[src/rtl/ssc_pkg.sv]
package ssc_pkg;

  typedef enum logic [1:0] {
    SSC_OFF        = 2'b00,
    SSC_ALWAYS     = 2'b01,
    SSC_PERIODIC   = 2'b10,
    SSC_PERIODIC_B = 2'b11
  } ssc_mode_e;

  typedef struct packed {
    logic always_on;
    logic periodic_on;
    logic timer_clear;
  } ssc_ctrl_t;

endpackage

[src/rtl/ssc_mode_decode.sv]
module ssc_mode_decode
  import ssc_pkg::*;
(
  input  logic [1:0] mode,
  output ssc_ctrl_t  ctrl
);

  always_comb begin
    ctrl = '0;
    unique case (ssc_mode_e'(mode))
      SSC_OFF:        ctrl.timer_clear = 1'b1;
      SSC_ALWAYS:     ctrl.always_on   = 1'b1;
      SSC_PERIODIC,
      SSC_PERIODIC_B: ctrl.periodic_on = 1'b1;
      default:        ctrl = '0;
    endcase
  end

  // both periodic codes map to the same control, and the controls stay exclusive.
  always_comb begin
    assert_exclusive_R10: assert ($onehot0({ctrl.always_on, ctrl.periodic_on, ctrl.timer_clear}));
  end

endmodule

[src/rtl/ssc_branch_counter.sv]
module ssc_branch_counter #(
  parameter int CNT_W = 8
) (
  input  logic             clk,
  input  logic             rst,
  input  logic             en,
  input  logic             mispredict,
  input  logic             branch_retire,
  output logic [CNT_W-1:0] count,
  output logic             nonzero
);

  localparam logic [CNT_W-1:0] CNT_MAX = '1;

  always_ff @(posedge clk) begin
    if (rst || !en) begin
      count <= '0;
    end else begin
      case ({mispredict, branch_retire})
        2'b10:   if (count != CNT_MAX) count <= count + 1'b1;
        2'b01:   if (count != '0)      count <= count - 1'b1;
        default: count <= count;
      endcase
    end
  end

  assign nonzero = |count;

  assert_saturate_R3: assert property (@(posedge clk) disable iff (rst)
    (en && mispredict && !branch_retire && count == CNT_MAX) |=> (count == CNT_MAX));

  assert_floor_R4: assert property (@(posedge clk) disable iff (rst)
    (en && branch_retire && !mispredict && count == '0) |=> (count == '0));

  assert_both_hold_R5: assert property (@(posedge clk) disable iff (rst)
    (en && mispredict && branch_retire) |=> $stable(count));

  assert_idle_zero_R6: assert property (@(posedge clk) disable iff (rst)
    (!en) |=> (count == '0));

endmodule

[src/rtl/ssc_backup_timer.sv]
module ssc_backup_timer #(
  parameter int PERIOD = 2**21,
  parameter int WINDOW = 16384
) (
  input  logic clk,
  input  logic rst,
  input  logic run,
  input  logic clear,
  output logic window
);

  localparam int          TW     = (PERIOD > 2) ? $clog2(PERIOD) : 1;
  localparam logic [TW-1:0] LAST = TW'(PERIOD - 1);
  localparam logic [TW-1:0] WIN  = TW'(WINDOW);

  logic [TW-1:0] tmr;

  always_ff @(posedge clk) begin
    if (rst || clear)   tmr <= '0;
    else if (run)       tmr <= (tmr == LAST) ? '0 : tmr + 1'b1;
  end

  assign window = run && (tmr < WIN);

  assert_wrap_R8: assert property (@(posedge clk) disable iff (rst)
    (run && !clear && tmr == LAST) |=> (tmr == '0));

  assert_clear_R9: assert property (@(posedge clk) disable iff (rst)
    clear |=> (tmr == '0));

  assert_freeze_R9: assert property (@(posedge clk) disable iff (rst)
    (!run && !clear) |=> $stable(tmr));

endmodule

[src/rtl/ssc_conservative_ctl.sv]
module ssc_conservative_ctl
  import ssc_pkg::*;
#(
  parameter int CNT_W  = 8,
  parameter int PERIOD = 2**21,
  parameter int WINDOW = 16384
) (
  input  logic       clk,
  input  logic       rst,
  input  logic [1:0] mode,
  input  logic       mispredict,
  input  logic       branch_retire,
  output logic       block_spec_store_miss
);

  ssc_ctrl_t        ctrl;
  logic [CNT_W-1:0] br_count;
  logic             br_nonzero;
  logic             bk_window;
  logic             conservative;

  ssc_mode_decode u_decode (
    .mode (mode),
    .ctrl (ctrl)
  );

  ssc_branch_counter #(.CNT_W(CNT_W)) u_branch (
    .clk           (clk),
    .rst           (rst),
    .en            (ctrl.periodic_on),
    .mispredict    (mispredict),
    .branch_retire (branch_retire),
    .count         (br_count),
    .nonzero       (br_nonzero)
  );

  ssc_backup_timer #(.PERIOD(PERIOD), .WINDOW(WINDOW)) u_backup (
    .clk    (clk),
    .rst    (rst),
    .run    (ctrl.periodic_on),
    .clear  (ctrl.timer_clear),
    .window (bk_window)
  );

  assign conservative = ctrl.always_on | (ctrl.periodic_on & (br_nonzero | bk_window));

  always_ff @(posedge clk) begin
    if (rst) block_spec_store_miss <= 1'b0;
    else     block_spec_store_miss <= conservative;
  end

  assert_off_R1: assert property (@(posedge clk) disable iff (rst)
    (mode == 2'b00) |=> !block_spec_store_miss);

  assert_always_R2: assert property (@(posedge clk) disable iff (rst)
    (mode == 2'b01) |=> block_spec_store_miss);

  assert_counter_R7: assert property (@(posedge clk) disable iff (rst)
    (mode[1] && br_count != '0) |=> block_spec_store_miss);

  assert_reset_R12: assert property (@(posedge clk)
    rst |=> !block_spec_store_miss);

endmodule

[config.mk]
export PLATFORM = sky130hd
export DESIGN_NAME = ssc_conservative_ctl
export DESIGN_NICKNAME = d
export VERILOG_FILES = /design/src/rtl/ssc_pkg.sv /design/src/rtl/ssc_mode_decode.sv /design/src/rtl/ssc_branch_counter.sv /design/src/rtl/ssc_backup_timer.sv /design/src/rtl/ssc_conservative_ctl.sv
export SDC_FILE = /design/constraint.sdc
export NUM_CORES = 1
export LEC_CHECK = 0
export BUFFER_PORTS_ARGS = -buffer_cell sky130_fd_sc_hd__buf_2
export CAP_MARGIN = 5
export CORE_MARGIN = 1.5
export CORE_UTILIZATION = 45
export DETAILED_ROUTE_END_ITERATION = 7
export GPL_TIMING_DRIVEN = 0
export PLACE_DENSITY = 0.59
export SLEW_MARGIN = 25
export SYNTH_ARGS = -nofsm -noshare
export SYNTH_HDL_FRONTEND = slang
export SYNTH_SLANG_ARGS = --single-unit
[constraint.sdc]
create_clock -name clk -period 3.7 [get_ports clk]
set_input_delay 0.185 -clock clk [delete_from_list [all_inputs] [get_ports clk]]
set_output_delay 0.185 -clock clk [all_outputs]
set_load 0.05 [all_outputs]
==> impl_results.md <==
- Fin crit share: 0.6558
- # diodes: 0
- P_leak: approximately 0.00070 uW
- Die height: 66.72 microns
- Clk slew on worst S/H paths: about 0.060 ns
- Setup slack, reg-to-reg: 1.67 ns
- Crit path time final: between 2 and 2.5 ns
- Gate Count Post-Synth: between 200 and 250
- Hold slack: 0.2800 ns
- Crit start category: primary input
- I/O pin total: 7
- Worst Max-Slew Pin Slew: between 0.6 and 0.7 ns
- Fin. Hold Viols: 0
- Register area share after synthesis: 0.3288
- Starting Density: 0.4844
- Post-cts gate resize count: 0
- Core Area: around 0.0038 sq mm
- EDFF count, synth: 0
- Largest net degree at the start of global routing: 11
- Top cells by area, synth: dfxtp_1 33%, nor2_1 6.8%, xnor2_1 6.2%
- Drt drc: 0
- FP Rows: 22
- Clock latency at the later pin of the worst-skew pair: about 0.28 ns
- Share of cells above drive strength 1: 0.09163
- Via density: between 5 and 6
- Initial detailed-routing violation count: between 150 and 200
- Ys flop type: dfxtp_1
- ANT nets after route: 0
- Post-detail-place hpwl: 2.678 mm
- # setup viols final: 0
- DP Worst Slack: 1.033 ns
- Yosys reg bits: 30
- Hold path depth: 4
- Setup TNS: 0 ns
- Yosys top cell area share: 0.3288
- Post-synthesis mux area share: 0.01712
- PD cells: roughly 350 mW/mm^2
- Worst Setup End Kind: flop
- Yosys cell types: 47
- Worst Path Required: approximately 3.8 ns
- Worst min path class: primary input to flop
- Vias in the first global route: between 1000 and 1500
- Fill cell count: 382
- RSZ-0062 raised after global routing: false
- Initial antenna violation count: 0
- Hold EP: u_branch.count[6]$_SDFFE_PP0P_
- # Max-Cap Violations: 0
- XOR/XNOR Fraction of Synth Area: 0.1103
- Commonest non-fill, non-tap cells in the layout: 33 x nor2_1, 30 x dfxtp_1, 23 x nand2_1, 13 x xnor2_1
- CP Data Arrival Time: around 2.6 ns
- Post-CTS Setup Inserts: 0
- Inserted Clock Buffers: 5
- Main combinational cell family by area after synthesis: simple AND/OR/NAND/NOR gates
- CTS Hold Bufs: 0
- Crit path kind: primary input to flop
- First drt pass iteration count: 4
- Synth Area in Simple Gates: 0.2918
- Final setup margin: approximately 1.3 ns
- Worst Setup SP: mispredict
- Synth Area in Compound Gates: 0.1630
- First-pass GRT wire length: ~6.4 mm
- Die Span X: around 67 microns
- Die area: between 0.004 and 0.005 sq mm
- Gr ovfl total: 0
- Max Root-Sink Buffers: 2
- Synth warn: 0
- Post-synth top area cell: dfxtp_1
- Placer Congestion: roughly 0.85
- Clk_skew: roughly 0.0055 ns
- Highest Clock Rate: 412.1 MHz
- Vias post-DR: between 1500 and 2000
- Area Growth Syn to Fin: 9.932%
- Root buf cell: clkbuf_8
- CTS tree: done
- Syn nets: between 200 and 250
- Netlist Area Pre-Place: between 0.0015 and 0.002 sq mm
- # nets final: around 260
- Syn_area_per_cell: 7.708 sq um
- Avg WL per Cell: 12.41 microns
- Worst flop-to-flop path startpoint: u_branch.count[1]$_SDFFE_PP0P_
- Number of I/O port buffers: 6
- Final WL: ~3.7 mm
- Worst hold start: rst
- Worst reg2reg endpoint: u_branch.count[6]$_SDFFE_PP0P_
- Adder-cell share of the synthesized area: 0.03425
- H-tree depth: 2
- Async set-or-reset flop fraction in the synthesized netlist: 0
- Max IR drop VDD: approximately 0.27 mV
- Commonest non-fill, non-tap cell in the layout: nor2_1
- CTS sink cnt: 30
- Relative slew slack: 0.5733
- Crit-path max FO: 10
- Slew Viols, Final: 0
- R2R depth: 7
- Status: finished, final reports clean
- Total GRT Usage: 0.1884
## synth_stat cells (2+ instances only)
cell      count
xnor2_1      13
a21oi_1      12
nand3_1      12
and4_1        3
clkbuf_1     10
o21ai_0      10
nor2_1       33
a41oi_1       2
o31ai_1       3
nor3_1       10
o211ai_1      2
nand4_1       5
mux2i_1       2
ha_1          5
and3_1        5
dfxtp_1      30
nor2b_1       3
nand2_1      23
xor2_1       10
a21o_1        2
buf_2         5
or4_1         2
inv_1         6
a31oi_1       4
nand2b_1      3
## cells by family (layout without fill, tap and decap cells)
| group | after synthesis | count (layout) |
|---|---|---|
| AND/OR/NAND/NOR | 108 | 108 |
| AO/OA/AOI/OAI | 45 | 45 |
| flip-flops | 30 | 30 |
| XOR/XNOR | 23 | 23 |
| buffers and inverters | 23 | 37 |
| adder cells (fa/ha/maj) | 5 | 5 |
| multiplexers | 3 | 3 |
## routing by layer
metal	wire length (microns)	global-route usage	up-vias
met1	1850	0.2453	766
met3	81	0.04054	5
met2	1734	0.3050	14
met5	0	0	-
li1	-	-	865
met4	46	0.06888	0
## cell type report
type	count	area, sq um	area share
multi-input cells	184	1126	0.5607
flip-flops and latches	30	600.6	0.2991
clock buffers	7	86.33	0.04299
plain buffers	17	77.57	0.03863
well taps	48	60.06	0.02991
repair buffers	6	30.03	0.01495
inverters	6	22.52	0.01121
clock inverters	1	5.005	0.002492
## how the worst max path moves through the flow
stage	slack [ns]	to	cells after the start
3_3_place_gp	0.95	u_branch.count[6]$_SDFFE_PP0P_	12
5_1_grt	1.10	u_branch.count[4]$_SDFFE_PP0P_	13
4_1_cts	1.32	u_branch.count[6]$_SDFFE_PP0P_	12
6_report	1.27	u_branch.count[6]$_SDFFE_PP0P_	12
3_5_place_dp	1.03	u_branch.count[6]$_SDFFE_PP0P_	12
2_1_floorplan	1.50	u_branch.count[6]$_SDFFE_PP0P_	11
## registers in the layout (all words and copies together) (netlist names)
name                   cells
u_branch.count             8
block_spec_store_miss      1
u_backup.tmr              21
## where the power goes
group / switching (uW) / internal (uW)
clock network: 119 / 150
logic: 60.3 / 37.7
registers: 3.39 / 329
## worst max-delay path: stages
cell	delay [ns]
buf_2	0.10
inv_1	0.07
ha_1	0.14
buf_2	0.20
buf_2	0.26
buf_1	0.43
xor2_1	0.13
ha_1	0.26
and3_1	0.22
o31a_1	0.28
a31oi_1	0.19
a31oi_1	0.10
## per-stage QoR
step	area, sq um	std cells	util	power, uW
floorplan	1827	237	-	414.5
global placement	1917	291	0.5083	437.8
detailed placement	1917	291	0.5083	437.3
CTS	2008	299	0.5325	708.9
global route	2008	299	0.5325	740.7
finish	2008	299	0.5325	699.3
No activity file was read; power rests on OpenSTA's default activity.
